## src/rtl/msr_update_unit.sv

```systemverilog
module msr_update_unit #(
  parameter int XLEN = 64,
  parameter int SPR_PRIV_BIT = 20
) (
  input  logic            clk,
  input  logic            rst_n,
  input  logic [2:0]      op_sel,
  input  logic [XLEN-1:0] operand,
  input  logic            l_field,
  input  logic [31:0]     insn,
  input  logic            irq_take,
  output logic [XLEN-1:0] msr,
  output logic [XLEN-1:0] rd_data,
  output logic            priv_fault
);

  localparam int P_SF = 63, P_HV = 60, P_EE = 15, P_PR = 14;
  localparam int P_ME = 12, P_IR = 5, P_DR = 4, P_RI = 1, P_LE = 0;

  localparam logic [XLEN-1:0] ONE    = XLEN'(1);
  localparam logic [XLEN-1:0] M_SF   = ONE << P_SF;
  localparam logic [XLEN-1:0] M_HV   = ONE << P_HV;
  localparam logic [XLEN-1:0] M_EE   = ONE << P_EE;
  localparam logic [XLEN-1:0] M_PR   = ONE << P_PR;
  localparam logic [XLEN-1:0] M_ME   = ONE << P_ME;
  localparam logic [XLEN-1:0] M_IR   = ONE << P_IR;
  localparam logic [XLEN-1:0] M_DR   = ONE << P_DR;
  localparam logic [XLEN-1:0] M_RI   = ONE << P_RI;
  localparam logic [XLEN-1:0] M_LE   = ONE << P_LE;

  localparam logic [XLEN-1:0] RST_VAL   = M_SF | M_LE;
  localparam logic [XLEN-1:0] IRQ_CLR   = M_PR | M_IR | M_DR | M_RI;
  localparam logic [XLEN-1:0] RET_MASK  = M_SF | M_HV | M_EE | M_PR | M_ME | M_IR | M_DR | M_RI | M_LE;
  localparam logic [XLEN-1:0] SHORT_MSK = M_EE | M_RI;
  localparam logic [XLEN-1:0] FULL_KEEP = M_HV | M_ME | M_LE;
  localparam logic [XLEN-1:0] PR_FORCE  = M_EE | M_IR | M_DR;

  localparam logic [2:0] OP_RET = 3'd1, OP_MTM = 3'd2, OP_MFM = 3'd3;
  localparam logic [2:0] OP_SPR = 3'd4, OP_PRV = 3'd5;

  logic            needs_priv;
  logic            is_write;
  logic [XLEN-1:0] merged;
  logic [XLEN-1:0] next_val;

  assign needs_priv = (op_sel == OP_RET) || (op_sel == OP_MTM) || (op_sel == OP_MFM) ||
                      (op_sel == OP_PRV) || (op_sel == OP_SPR && insn[SPR_PRIV_BIT]);
  assign priv_fault = msr[P_PR] & needs_priv;
  assign is_write   = (op_sel == OP_RET) || (op_sel == OP_MTM);
  assign rd_data    = (op_sel == OP_MFM && !priv_fault) ? msr : '0;

  always_comb begin
    if (op_sel == OP_RET)
      merged = (msr & ~RET_MASK) | (operand & RET_MASK);
    else if (l_field)
      merged = (msr & ~SHORT_MSK) | (operand & SHORT_MSK);
    else
      merged = (operand & ~FULL_KEEP) | (msr & FULL_KEEP);
    next_val = merged[P_PR] ? (merged | PR_FORCE) : merged;
  end

  always_ff @(posedge clk) begin
    if (!rst_n)
      msr <= RST_VAL;
    else if (irq_take)
      msr <= (msr | M_SF | M_LE) & ~IRQ_CLR;
    else if (is_write && !priv_fault)
      msr <= next_val;
  end

  p_reset_val_r1: assert property (@(posedge clk) disable iff (!rst_n)
    $past(!rst_n) |-> msr == RST_VAL);

  p_irq_entry_r2: assert property (@(posedge clk) disable iff (!rst_n)
    irq_take |=> msr[P_SF] && msr[P_LE] && !msr[P_PR] && !msr[P_IR] && !msr[P_DR] && !msr[P_RI]);

  p_irq_keeps_r3: assert property (@(posedge clk) disable iff (!rst_n)
    irq_take |=> (msr & ~(RST_VAL | IRQ_CLR)) == ($past(msr) & ~(RST_VAL | IRQ_CLR)));

  p_short_form_r4: assert property (@(posedge clk) disable iff (!rst_n)
    (op_sel == OP_MTM && l_field && !irq_take && !priv_fault) |=>
      (msr & ~SHORT_MSK) == ($past(msr) & ~SHORT_MSK));

  p_full_keep_r5: assert property (@(posedge clk) disable iff (!rst_n)
    (op_sel == OP_MTM && !l_field && !irq_take) |=>
      (msr & FULL_KEEP) == ($past(msr) & FULL_KEEP));

  p_pr_force_r7: assert property (@(posedge clk) disable iff (!rst_n)
    msr[P_PR] |-> msr[P_EE] && msr[P_IR] && msr[P_DR]);

  p_fault_hold_r9: assert property (@(posedge clk) disable iff (!rst_n)
    (priv_fault && !irq_take) |=> $stable(msr));

  p_no_fault_user_r10: assert property (@(posedge clk) disable iff (!rst_n)
    !msr[P_PR] |-> !priv_fault);

endmodule

```

## config.mk

```make
export PLATFORM = sky130hd
export DESIGN_NAME = msr_update_unit
export DESIGN_NICKNAME = d
export VERILOG_FILES = /design/src/rtl/msr_update_unit.sv
export SDC_FILE = /design/constraint.sdc
export NUM_CORES = 1
export LEC_CHECK = 0
export BUFFER_PORTS_ARGS = -buffer_cell sky130_fd_sc_hd__buf_2
export CAP_MARGIN = 15
export CORE_UTILIZATION = 40
export DETAILED_ROUTE_END_ITERATION = 10
export GPL_TIMING_DRIVEN = 0
export PLACE_DENSITY = 0.91
export SLEW_MARGIN = 20
export SYNTH_ARGS = -nofsm -noshare
export SYNTH_HDL_FRONTEND = slang
export SYNTH_SLANG_ARGS = --single-unit
```

## constraint.sdc

```tcl
create_clock -name clk -period 1.8 [get_ports clk]
set_clock_uncertainty 0.2 [all_clocks]
set_input_delay 0.09 -clock clk [delete_from_list [all_inputs] [get_ports clk]]
set_output_delay 0.09 -clock clk [all_outputs]
set_load 0.01 [all_outputs]
```

* Yosys cells after proc, flatten, opt, wreduce, memory -nomap -nowiden
Cells that the tools add are included.
** Storage, ports and cells
- Output and inout bits :: 129
- Memories kept :: 0
- Word-level logic and storage cells :: 27
- RAM bits :: 0
- Bits in latches :: 0
- Register bits after elaboration :: 64
- ROM bits :: 0
- Bits of input ports :: 103
** Cells by class
- Reduce and logical (&&, ||, !) cells :: 10
- Order comparisons :: 0
- Bitwise gates (word level) :: 6
- Div/mod/pow operators :: 0
- Multiplexer cells :: 4
- Shift operators :: 0
- $mul :: 0
- Equal/unequal tests :: 5
- Add/subtract/negate cells :: 0
** Operator list (count)
- $mux 64 :: 3
- $or 63x64->64 :: 1
- $or 64x16->64 :: 1
- $or 64x61->64 :: 1
- $mux 16 :: 1
- $eq 3x2->1 const B :: 2
- $eq 3x3->1 const B :: 2
- $logic_or 1x1->1 :: 4
- $eq 3x1->1 const B :: 1
- $logic_and 1x1->1 :: 3
- $not 1->1 :: 2
- $reduce_and 2->1 :: 1
- $reduce_or 2->1 :: 1
- $and 1x1->1 :: 1
- $logic_not 1->1 :: 1

* Longest topological paths before layout
Gate-level depths: netlist of run 1.
- Word-level depth :: 9
- Gate-level depth with buffers :: 6
- Gate-level depth less buffers :: 3

* Worst setup path after synthesis of run 1
No wires, ideal clock.
- Path type :: reg-to-reg
- Start :: register msr[14]
- End :: register msr[15]
- Path buffers :: 1
- Required time :: 1.466 ns
- Arrival :: 1.317 ns
- Clock period less this slack :: 1.651 ns
- Setup time :: 0.134 ns
- Stages on the path, launching flop included :: 5
- Slack :: 0.149 ns
- Cells stage by stage :: dfxtp_1 -> or3_1 -> buf_2 -> a2111oi_2 -> a211oi_1
** Between the ends
- Cells in the longest elaborated chain, start to end :: 4
- Elaborated cells between the ends (all ways) :: 8
** Ends and longest elaborated chain
- start: declaration :: RTL line 12 : output logic [XLEN-1:0] msr,
- start signal: assignment :: RTL line 66 : msr <= (msr | M_SF | M_LE) & ~IRQ_CLR;
- start signal: assignment :: RTL line 68 : msr <= next_val;
- $or 64x16->64 / $and 1x1->1 (equally long branches) :: RTL line 56, 48
- $mux 64 / $logic_not 1->1 (equally long branches) :: RTL line 55, 67
- $mux 64 / $logic_and 1x1->1 (equally long branches) :: RTL line 53, 67
- $mux 16 / $reduce_and 2->1 (equally long branches)
Parallel ways exist; a longest one is shown, timed or not.
A chain may end at the register's enable or synchronous reset.

* Worst setup path in the final report of run 1
- Start :: register msr[14]
- End :: output rd_data[52]
** Between the ends
- Cells in the longest elaborated chain, start to end :: 4
** Ends and longest elaborated chain
- $and 1x1->1 :: RTL line 48 : assign priv_fault = msr[P_PR] & needs_priv;
- $logic_not 1->1 :: RTL line 50 : assign rd_data = (op_sel == OP_MFM && !priv_fault) ? msr : '0;
- $logic_and 1x1->1 :: RTL line 50
- $mux 64 :: RTL line 50
- end: declaration :: RTL line 13 : output logic [XLEN-1:0] rd_data,
Every way passes these cells.

==> results of run 1 <==
-- path summary, 6_finish.rpt --
kind                    start          end  slack, ps  cells after the start
setup reg to reg      msr[14]      msr[37]         30                      4
hold reg to reg       msr[42]      msr[42]        290                      2
hold / removal    operand[14]      msr[14]         50                      4
setup / recovery      msr[14]  rd_data[52]        -60                      5
-- layout make-up --
type / instances / area [um^2]
timing repair buffer: 275 / 1980
sequential: 64 / 1280
multi-input combinational: 277 / 1710
tap: 99 / 124
inverter: 4 / 15.0
clock buffer: 11 / 141
clock inverter: 5 / 80.1
fill: 495 / 1740
buffer: 39 / 253
-- cells by family after synthesis --
family	after synthesis	share of synthesized area (%)
mux	2	0.654
simple gates	142	26.2
flops	64	41.9
other cells	1	0.123
xor+xnor	2	0.573
buf+inv	44	7.28
compound gates	128	23.3
-- cell usage after synthesis --
master / number
clkbuf_1: 17
o21a_1: 1
mux2i_1: 2
nand2b_1: 3
inv_2: 1
buf_2: 16
and3_1: 1
buf_6: 3
nand2_1: 2
a21oi_2: 1
nor2_1: 5
or2_2: 1
or3b_4: 1
or3_1: 1
nor2b_1: 1
a21oi_1: 59
dfxtp_1: 64
nor3b_1: 2
xor2_1: 1
inv_1: 3
a2111oi_2: 1
nor3_1: 1
and2_1: 64
a211oi_1: 4
o21ai_1: 28
o21ai_0: 32
a2111oi_4: 2
buf_4: 4
nand3_1: 60
conb_1: 1
xnor2_1: 1
-- routing by layer --
metal	GRT usage (%)	part of all wire (%)	vias to the layer above
met3	6.65	7.8	53
li1	-	-	1910
met2	54.8	51	282
met5	0	0	-
met4	18.5	4.0	0
met1	31.4	37	1977
-- cells in the final DEF (no fill, tap or decap), types with 3 or more instances in the layout --
cell           count
o21ai_0           32
clkbuf_1          15
nor2_1             4
a21oi_1           59
buf_2            170
dlygate4sd3_1     67
and2_4            36
and2_1            28
clkbuf_8          10
a2111oi_4          3
o21ai_1           27
inv_1              3
nand3_1           60
and3_4             3
nand2b_1           3
dfxtp_1           63
a211oi_1           3
buf_6             46
buf_4             13
-- timing repair --
item	CTS	global route
gates cloned	2	5
gates resized for setup	38	80
setup endpoints to repair	92	84
pin swaps	13	4
buffers inserted	5	1
hold buffers	67	0
hold endpoints to repair	64	0
-- metrics by stage --
step	TNS, ps	instances	power, mW	hold WS, ps
final	-669	774	3.37	48.8
after global routing	-2930	774	3.47	55.0
after CTS	-511	768	3.33	1.49
after detailed placement	-16470	679	1.83	138
after global placement	-15160	679	1.82	129
after floorplan	0	383	1.66	3.61
-- power breakdown --
| part | switching, mW | leakage (nW) | total [mW] | internal (mW) |
|---|---|---|---|---|
| Combinational | 0.268 | 1.94 | 0.531 | 0.263 |
| Clock | 0.566 | 0.106 | 1.38 | 0.816 |
| Sequential | 0.0200 | 0.518 | 1.46 | 1.44 |
| Total | 0.854 | 2.56 | 3.37 | 2.52 |
-- worst max-delay path: stages (launching register included) --
cell and delay, ps:
dfxtp_4 370, nor2_4 150, and3_4 290, buf_6 150, and2_1 140, buf_2 130
==> flow_summary.json, run 1 <==
{
  "dr_total_vias": 4222,
  "postLayoutCellArea_um2": 5590,
  "power_leakage_nw": 2.56,
  "status": "complete, but fails checks",
  "arrival_ps": 1570,
  "final_max_slew_viol_count": 0,
  "worst_slew_pin_slew_ps": 501,
  "critPathCaptureType": "primary output",
  "crit_path_max_fanout": 10,
  "synthToLayoutAreaGrowth_pct": 82.7,
  "rows": 31,
  "clock_latency_ps": 330,
  "ant_nets": 0,
  "antenna_found_initial": 0,
  "numCtsBuffers": 9,
  "ys_types": 31,
  "synth_seq_cells": 64,
  "maxSlewHeadroom_pct": 66.6,
  "drv_cap": 0,
  "violations": "negative setup slack",
  "cp.required_ps": 1510,
  "clock.fmax_mhz": 539,
  "grt-ovfl-total": 0,
  "dpl_cell_area_um2": 4170,
  "dp_slack_ps": -370,
  "grt_pass1_vias": 3812,
  "regMostFlops": "msr",
  "drt_iter0_drc": 189,
  "yosys_warnings": 0,
  "final_util_pct": 76.2,
  "num-nets-final": 773,
  "ctsHtreeMaxLevel": 3,
  "cp-start-kind": "register",
  "syn-num-nets": 486,
  "cts_root_buffer": "clkbuf_8",
  "routabilityCongestion": 0.816,
  "largest_reg_flops": 64,
  "chipHeight_um": 89.5,
  "io_buffers": 197,
  "wl_per_cell_um": 17.6,
  "ys_seq_area_share_pct": 41.9,
  "num_antenna_cells": 0,
  "grt_pass1_wl_mm": 18.0,
  "cts.sinks": 64,
  "ios": 232,
  "fp.dieW_um": 89.5,
  "drive_above_1_share_pct": 44.4,
  "core_um2": 7330,
  "netlist.area_leader.share_pct": 41.9,
  "cts.clk_slew.worst_paths_ps": 70,
  "start_util_pct": 41.7,
  "hp-class": "primary input to register",
  "yosys-top-cells-area": "dfxtp_1 (42%), and2_1 (13%), nand3_1 (9.8%), a21oi_1 (9.7%), o21ai_0 (5.2%)",
  "min_period_ps": 1860,
  "timing.final.crit_share_pct": 103,
  "reg_top3": "msr: 64 flops",
  "ir_drop_uv": 483,
  "postSynthAreaPerCell_um2": 7.99,
  "crit_type": "register to primary output",
  "dieArea_um2": 8000,
  "cts_tree": "done",
  "dp_hpwl_mm": 7.90,
  "vias_per_cell": 5.45,
  "wl_mm": 13.6,
  "dr.pass1.iters": 5,
  "p_per_area_nw_per_um2": 603,
  "syn_area_um2": 3060,
  "final-setup-viol-count": 36,
  "clk_path_buf_depth": 2,
  "drc": 0,
  "synth_top_area_cell": "dfxtp_1",
  "synth_cells": 383,
  "grt_util_all_layers_pct": 30.0,
  "hold_viol_final": 0,
  "setup_ws_ps": -55.6,
  "grt_max_degree": 12,
  "rsz0062_at_grt": "true"
}
No activity file was read; power rests on OpenSTA's default activity.
==> inputs of run 2 (changes only) <==
MAX_ROUTING_LAYER = met4   (was default)
==> run 2 against run 1 <==
Effect of this change:
- the flow still finishes with violations (negative setup slack)
- register-to-register slack about the same
- routed wire length is 5.2% higher
- highest routed layer unchanged
- sequential share of layout area is 0.84 points lower
- die area did not move
- combinational power up 3%
- global-route usage is 0.87 points higher
==> flow_summary.json, run 2 (synthesized netlist as in run 1, its figures left out) <==
{
  "status": "complete, but fails checks",
  "violations": "negative setup slack",
  "p_int_mw": 2.52,
  "drv_cap": 0,
  "hold_viol_final": 0,
  "routabilityCongestion": 0.828,
  "ios": 232,
  "antenna_found_initial": 0,
  "crit_path_max_fanout": 6,
  "wl_per_cell_um": 18.5,
  "regMostFlops": "msr",
  "wl_mm": 14.3,
  "wl_met2_mm": 7.22,
  "dr.pass1.iters": 6,
  "r2r-start": "msr[14]",
  "chipHeight_um": 89.5,
  "wl_met1_mm": 5.22,
  "dp_hpwl_mm": 7.90,
  "p_sw_share_pct": 25.7,
  "final-setup-viol-count": 52,
  "synthToLayoutAreaGrowth_pct": 89.6,
  "clk_path_buf_depth": 2,
  "setup_ws_ps": -79.9,
  "min_from": "operand[14]",
  "min_period_ps": 1880,
  "largest_reg_flops": 64,
  "vias_per_cell": 5.51,
  "cpMostUsedCell": "buf_6",
  "reg_top3": "msr: 64 flops",
  "cp-start-kind": "register",
  "ant_nets": 0,
  "core_um2": 7330,
  "slowest_stage": "dfxtp_4",
  "power_leakage_nw": 2.61,
  "grt_pass1_vias": 3832,
  "worst_slew_pin_slew_ps": 540,
  "io_buffers": 197,
  "final_max_slew_viol_count": 0,
  "switching_power_mw": 0.870,
  "timing.final.crit_share_pct": 104,
  "fill_cells": 460,
  "num-nets-final": 774,
  "cp.required_ps": 1510,
  "layout_commonest_cell": "buf_2",
  "ctsHtreeMaxLevel": 3,
  "cts.sinks": 64,
  "grt_pass1_wl_mm": 18.0,
  "pwr-share-seq_pct": 42.9,
  "dieArea_um2": 8000,
  "critPathCaptureType": "primary output",
  "clock.fmax_mhz": 532,
  "cts_root_buffer": "clkbuf_8",
  "grt-ovfl-total": 0,
  "cp-startpoint": "msr[14]",
  "num_antenna_cells": 0,
  "hp-class": "primary input to register",
  "grt_util_all_layers_pct": 30.9,
  "clock_latency_ps": 330,
  "crit_chain": "nor2_4 -> and3_4 -> buf_6 -> and2_4 -> buf_6",
  "arrival_ps": 1590,
  "p_per_area_nw_per_um2": 584,
  "drt_iter0_drc": 235,
  "rows": 31,
  "drc": 0,
  "pwr-share-clk_pct": 41.0,
  "p_comb_share_pct": 16.1,
  "routed.top_layer": "met4",
  "dr_total_vias": 4267,
  "final_util_pct": 79.1,
  "mostFrequentLayoutCells": "buf_2 (148), buf_6 (71), dlygate4sd3_1 (67), dfxtp_1 (63), nand3_1 (60)",
  "drive_above_1_share_pct": 47.8,
  "fp.dieW_um": 89.5,
  "cts.clk_slew.worst_paths_ps": 70,
  "numCtsBuffers": 9,
  "reg2reg_slack_ps": 30,
  "crit_type": "register to primary output",
  "ir_drop_uv": 482,
  "rsz0062_at_grt": "true",
  "slowest_delay_ps": 370,
  "maxSlewHeadroom_pct": 64.0,
  "dp_slack_ps": -370,
  "grt_max_degree": 12,
  "start_util_pct": 41.7,
  "wl_met3_mm": 1.13,
  "cts_tree": "done"
}
==> run 2: critical path, delay by kind of cell (launching register included) <==
kind	cells	cell delay [ps]
simple gates	3	620
flops	1	370
buf+inv	2	260
==> run 2: metrics by stage <==
| stage | std cells | setup TNS, ps | area [um^2] | power [mW] | hold slack, ps |
|---|---|---|---|---|---|
| floorplan | 383 | 0 | 3060 | 1.66 | 3.61 |
| global placement | 679 | -15160 | 4170 | 1.82 | 129 |
| detailed placement | 679 | -16470 | 4170 | 1.83 | 138 |
| CTS | 768 | -511 | 5250 | 3.33 | 1.49 |
| global route | 775 | -5160 | 5800 | 3.49 | 52.4 |
| finish | 775 | -2390 | 5800 | 3.39 | 47.8 |
==> run 2: cell type report <==
class                           instances  area (um^2)  area share [%]
Timing Repair Buffer                  276         2140            36.8
Tap cell                               99          124            2.14
Buffer                                 39          253            4.36
Sequential cell                        64         1280            22.2
Multi-Input combinational cell        277         1770            30.5
Inverter                                4         15.0           0.259
Clock buffer                           11          141            2.44
Clock inverter                          5         80.1            1.38
==> run 2: power groups by stage <==
stage / combinational, mW / sequential (mW) / clock [mW]
floorplan: 0.170 / 1.49 / 0
CTS: 0.484 / 1.45 / 1.39
detailed placement: 0.344 / 1.49 / 0
finish: 0.546 / 1.46 / 1.39
global placement: 0.337 / 1.49 / 0
global route: 0.580 / 1.46 / 1.45
==> run 2: layer usage <==
layer  vias up  global-route usage, %
li1       1912                      -
met5         -                      -
met4         0                   18.5
met2       323                   55.0
met1      1950                   31.5
met3        82                   5.82
==> run 2: worst paths after layout <==
check,to,cells after the start
worst max-delay path,rd_data[24],5
worst min-delay path,msr[14],4
worst max register to register,msr[31],5
worst min register to register,msr[6],2
==> run 2: what timing repair did <==
| action | 4_1_cts | 5_1_grt |
|---|---|---|
| gates resized for setup | 38 | 128 |
| setup endpoints to repair | 92 | 84 |
| hold buffers | 67 | 0 |
| pin swaps | 13 | 13 |
| gates cloned | 2 | 6 |
| hold endpoints to repair | 64 | 0 |
| setup buffers | 5 | 1 |
==> inputs of run 3 (changes only) <==
CORE_AREA = 2 2 90 92   (was default)
CORE_UTILIZATION = default   (was 40)
DIE_AREA = 0 0 92 94   (was default)
clock period = 2.32 ns   (was 1.8 ns; I/O delays follow)
==> run 3 against run 2 <==
Effect of this change:
- the flow now finishes without violations
- count of clock-buffer cells in the layout up 2
- routed wire length is 18% lower
- hold slack worse by 33 ps
- clock power fell by 30%
- register-to-register slack improved by 370 ps
- non-clock buffer count fell by 14
- die area up 8.1%
- worst setup slack better by 260 ps
- combinational power fell by 34%
- core utilization down 13 points
- critical path depth is the same
- largest cell class unchanged
==> flow_summary.json, run 3 (synthesized netlist as in run 1, its figures left out) <==
{
  "crit_path_end": "rd_data[49]",
  "ios": 232,
  "io_buffers": 197,
  "regMostFlops": "msr",
  "wl_mm": 11.8,
  "wl_met3_um": 813,
  "fin_setup_tns_ps": 0,
  "grt_pass1_vias": 3618,
  "drc": 0,
  "p_sw_share_pct": 25.0,
  "core_um2": 7610,
  "ant_nets": 0,
  "vias_per_cell": 5.11,
  "rsz0062_at_grt": "false",
  "drive_above_1_share_pct": 36.8,
  "final_max_slew_viol_count": 0,
  "wl_met1_mm": 4.78,
  "place_inst": 682,
  "cp-startpoint": "msr[14]",
  "cts.clk_slew.worst_paths_ps": 70,
  "layout_commonest_cell": "buf_2",
  "cp-start-kind": "register",
  "crit_chain": "nor2_1 -> and3_4 -> buf_2 -> and2_1 -> buf_2",
  "r2r-start": "msr[14]",
  "crit_path_max_fanout": 10,
  "maxSlewHeadroom_pct": 65.9,
  "grt-ovfl-total": 0,
  "arrival_ps": 1830,
  "pwr-share-seq_pct": 45.9,
  "wl_met2_mm": 6.02,
  "rows": 32,
  "p_per_area_nw_per_um2": 489,
  "grt_max_degree": 11,
  "ctsHtreeMaxLevel": 3,
  "final_cells": 762,
  "power_leakage_nw": 2.39,
  "hp-class": "primary input to register",
  "timing.final.crit_share_pct": 92.3,
  "clock.fmax_mhz": 467,
  "dieArea_um2": 8650,
  "switching_power_mw": 0.615,
  "worst_slew_pin_slew_ps": 506,
  "num-nets-final": 758,
  "cpMostUsedCell": "buf_2",
  "slowest_delay_ps": 380,
  "cp.depth": 5,
  "dr.pass1.iters": 5,
  "slowest_stage": "dfxtp_1",
  "start_util_pct": 40.2,
  "p_int_mw": 1.84,
  "hold_viol_final": 0,
  "antenna_found_initial": 0,
  "largest_reg_flops": 64,
  "cts_tree": "done",
  "ir_drop_uv": 310,
  "fp.dieW_um": 92,
  "chipHeight_um": 94,
  "routabilityCongestion": 0.848,
  "status": "finished clean",
  "cp.required_ps": 2000,
  "dp_hpwl_mm": 7.85,
  "p_comb_share_pct": 14.7,
  "min_period_ps": 2140,
  "numCtsBuffers": 9,
  "grt_pass1_wl_mm": 17.7,
  "cpLargestDelayFamily": "simple AND/OR/NAND/NOR gates",
  "clock_latency_ps": 320,
  "mostFrequentLayoutCells": "buf_2 (213), dlygate4sd3_1 (65), and2_1 (64), dfxtp_1 (64), nand3_1 (60)",
  "wl_per_cell_um": 15.5,
  "reg_top3": "msr: 64 flops",
  "grt_util_all_layers_pct": 26.8,
  "final-setup-viol-count": 0,
  "critPathCaptureType": "primary output",
  "r2r_cells": 4,
  "drt_iter0_drc": 198,
  "num_antenna_cells": 0,
  "drv_cap": 0,
  "pwr-share-clk_pct": 39.4,
  "cts.sinks": 64,
  "crit_type": "register to primary output",
  "dr_total_vias": 3891,
  "crit_buf_inv": 2,
  "total_power_mw": 2.46,
  "routed.top_layer": "met4",
  "worst_r2r_endpoint": "msr[0]",
  "cts_root_buffer": "clkbuf_8",
  "reg2reg_slack_ps": 400,
  "holdPathStages": 3,
  "clk_path_buf_depth": 2,
  "synthToLayoutAreaGrowth_pct": 64.3
}
run 3: cell count changes in the layout (fill, tap and decap cells not counted), sizes merged:
cell         previous run  this run
and3                    3         1
buf                   232       220
bufinv                  2         1
clkbuf                 27        29
clkinv                  1         2
clkinvlp                2         0
dlygate4sd3            67        65
run 3: power by group through the flow:
stage	logic (mW)	clock network (mW)	registers [mW]
after floorplan	0.132	0	1.16
after global placement	0.264	0	1.15
after detailed placement	0.269	0	1.15
after CTS	0.355	0.980	1.13
after global routing	0.389	1.04	1.13
final	0.361	0.969	1.13
run 3: what timing repair did:
| action | CTS | global route |
|---|---|---|
| setup buffers | 0 | 0 |
| resized for setup | 1 | 3 |
| hold buffers | 65 | 0 |
| endpoints found under the hold margin | 64 | 0 |
| setup endpoints to repair | 60 | 13 |
run 3: how the worst min path moves through the flow:
stage	startpoint	end	slack, ps
floorplan	irq_take	msr[0]	30
global placement	operand[0]	msr[0]	160
detailed placement	operand[0]	msr[0]	160
CTS	rst_n	msr[5]	4
global route	rst_n	msr[4]	20
finish	rst_n	msr[4]	20
run 3: per-layer routing:
| metal | GRT usage [%] | vias up |
|---|---|---|
| met5 | - | - |
| met4 | 9.45 | 0 |
| met3 | 4.98 | 22 |
| met1 | 29.4 | 1786 |
| met2 | 48.9 | 210 |
| li1 | - | 1873 |
run 3: cell type report:
cell class,count,area [um^2]
well taps,102,128
flip-flops and latches,64,1280
clock inverters,3,40.0
multi-input cells,275,1560
fillers,629,2580
clock buffers,13,159
inverters,4,15.0
plain buffers,39,205
repair buffers,262,1640
run 3: stage by stage:
stage | util, % | setup slack [ps] | hold slack [ps] | instance area (um^2)
after floorplan | - | 669 | 29.6 | 3060
after global placement | 54.9 | 188 | 156 | 4170
after detailed placement | 54.9 | 125 | 163 | 4170
after CTS | 66.0 | 14.5 | 3.85 | 5020
after global routing | 66.1 | 58.2 | 16.2 | 5020
final | 66.1 | 178 | 15.3 | 5020
run 3: worst reg2reg max path, cell delays in order, from the launching register on:
cell and delay, ps:
dfxtp_1 380, or2_2 390, o21ai_0 180, nand3_1 100, dlygate4sd3_1 560
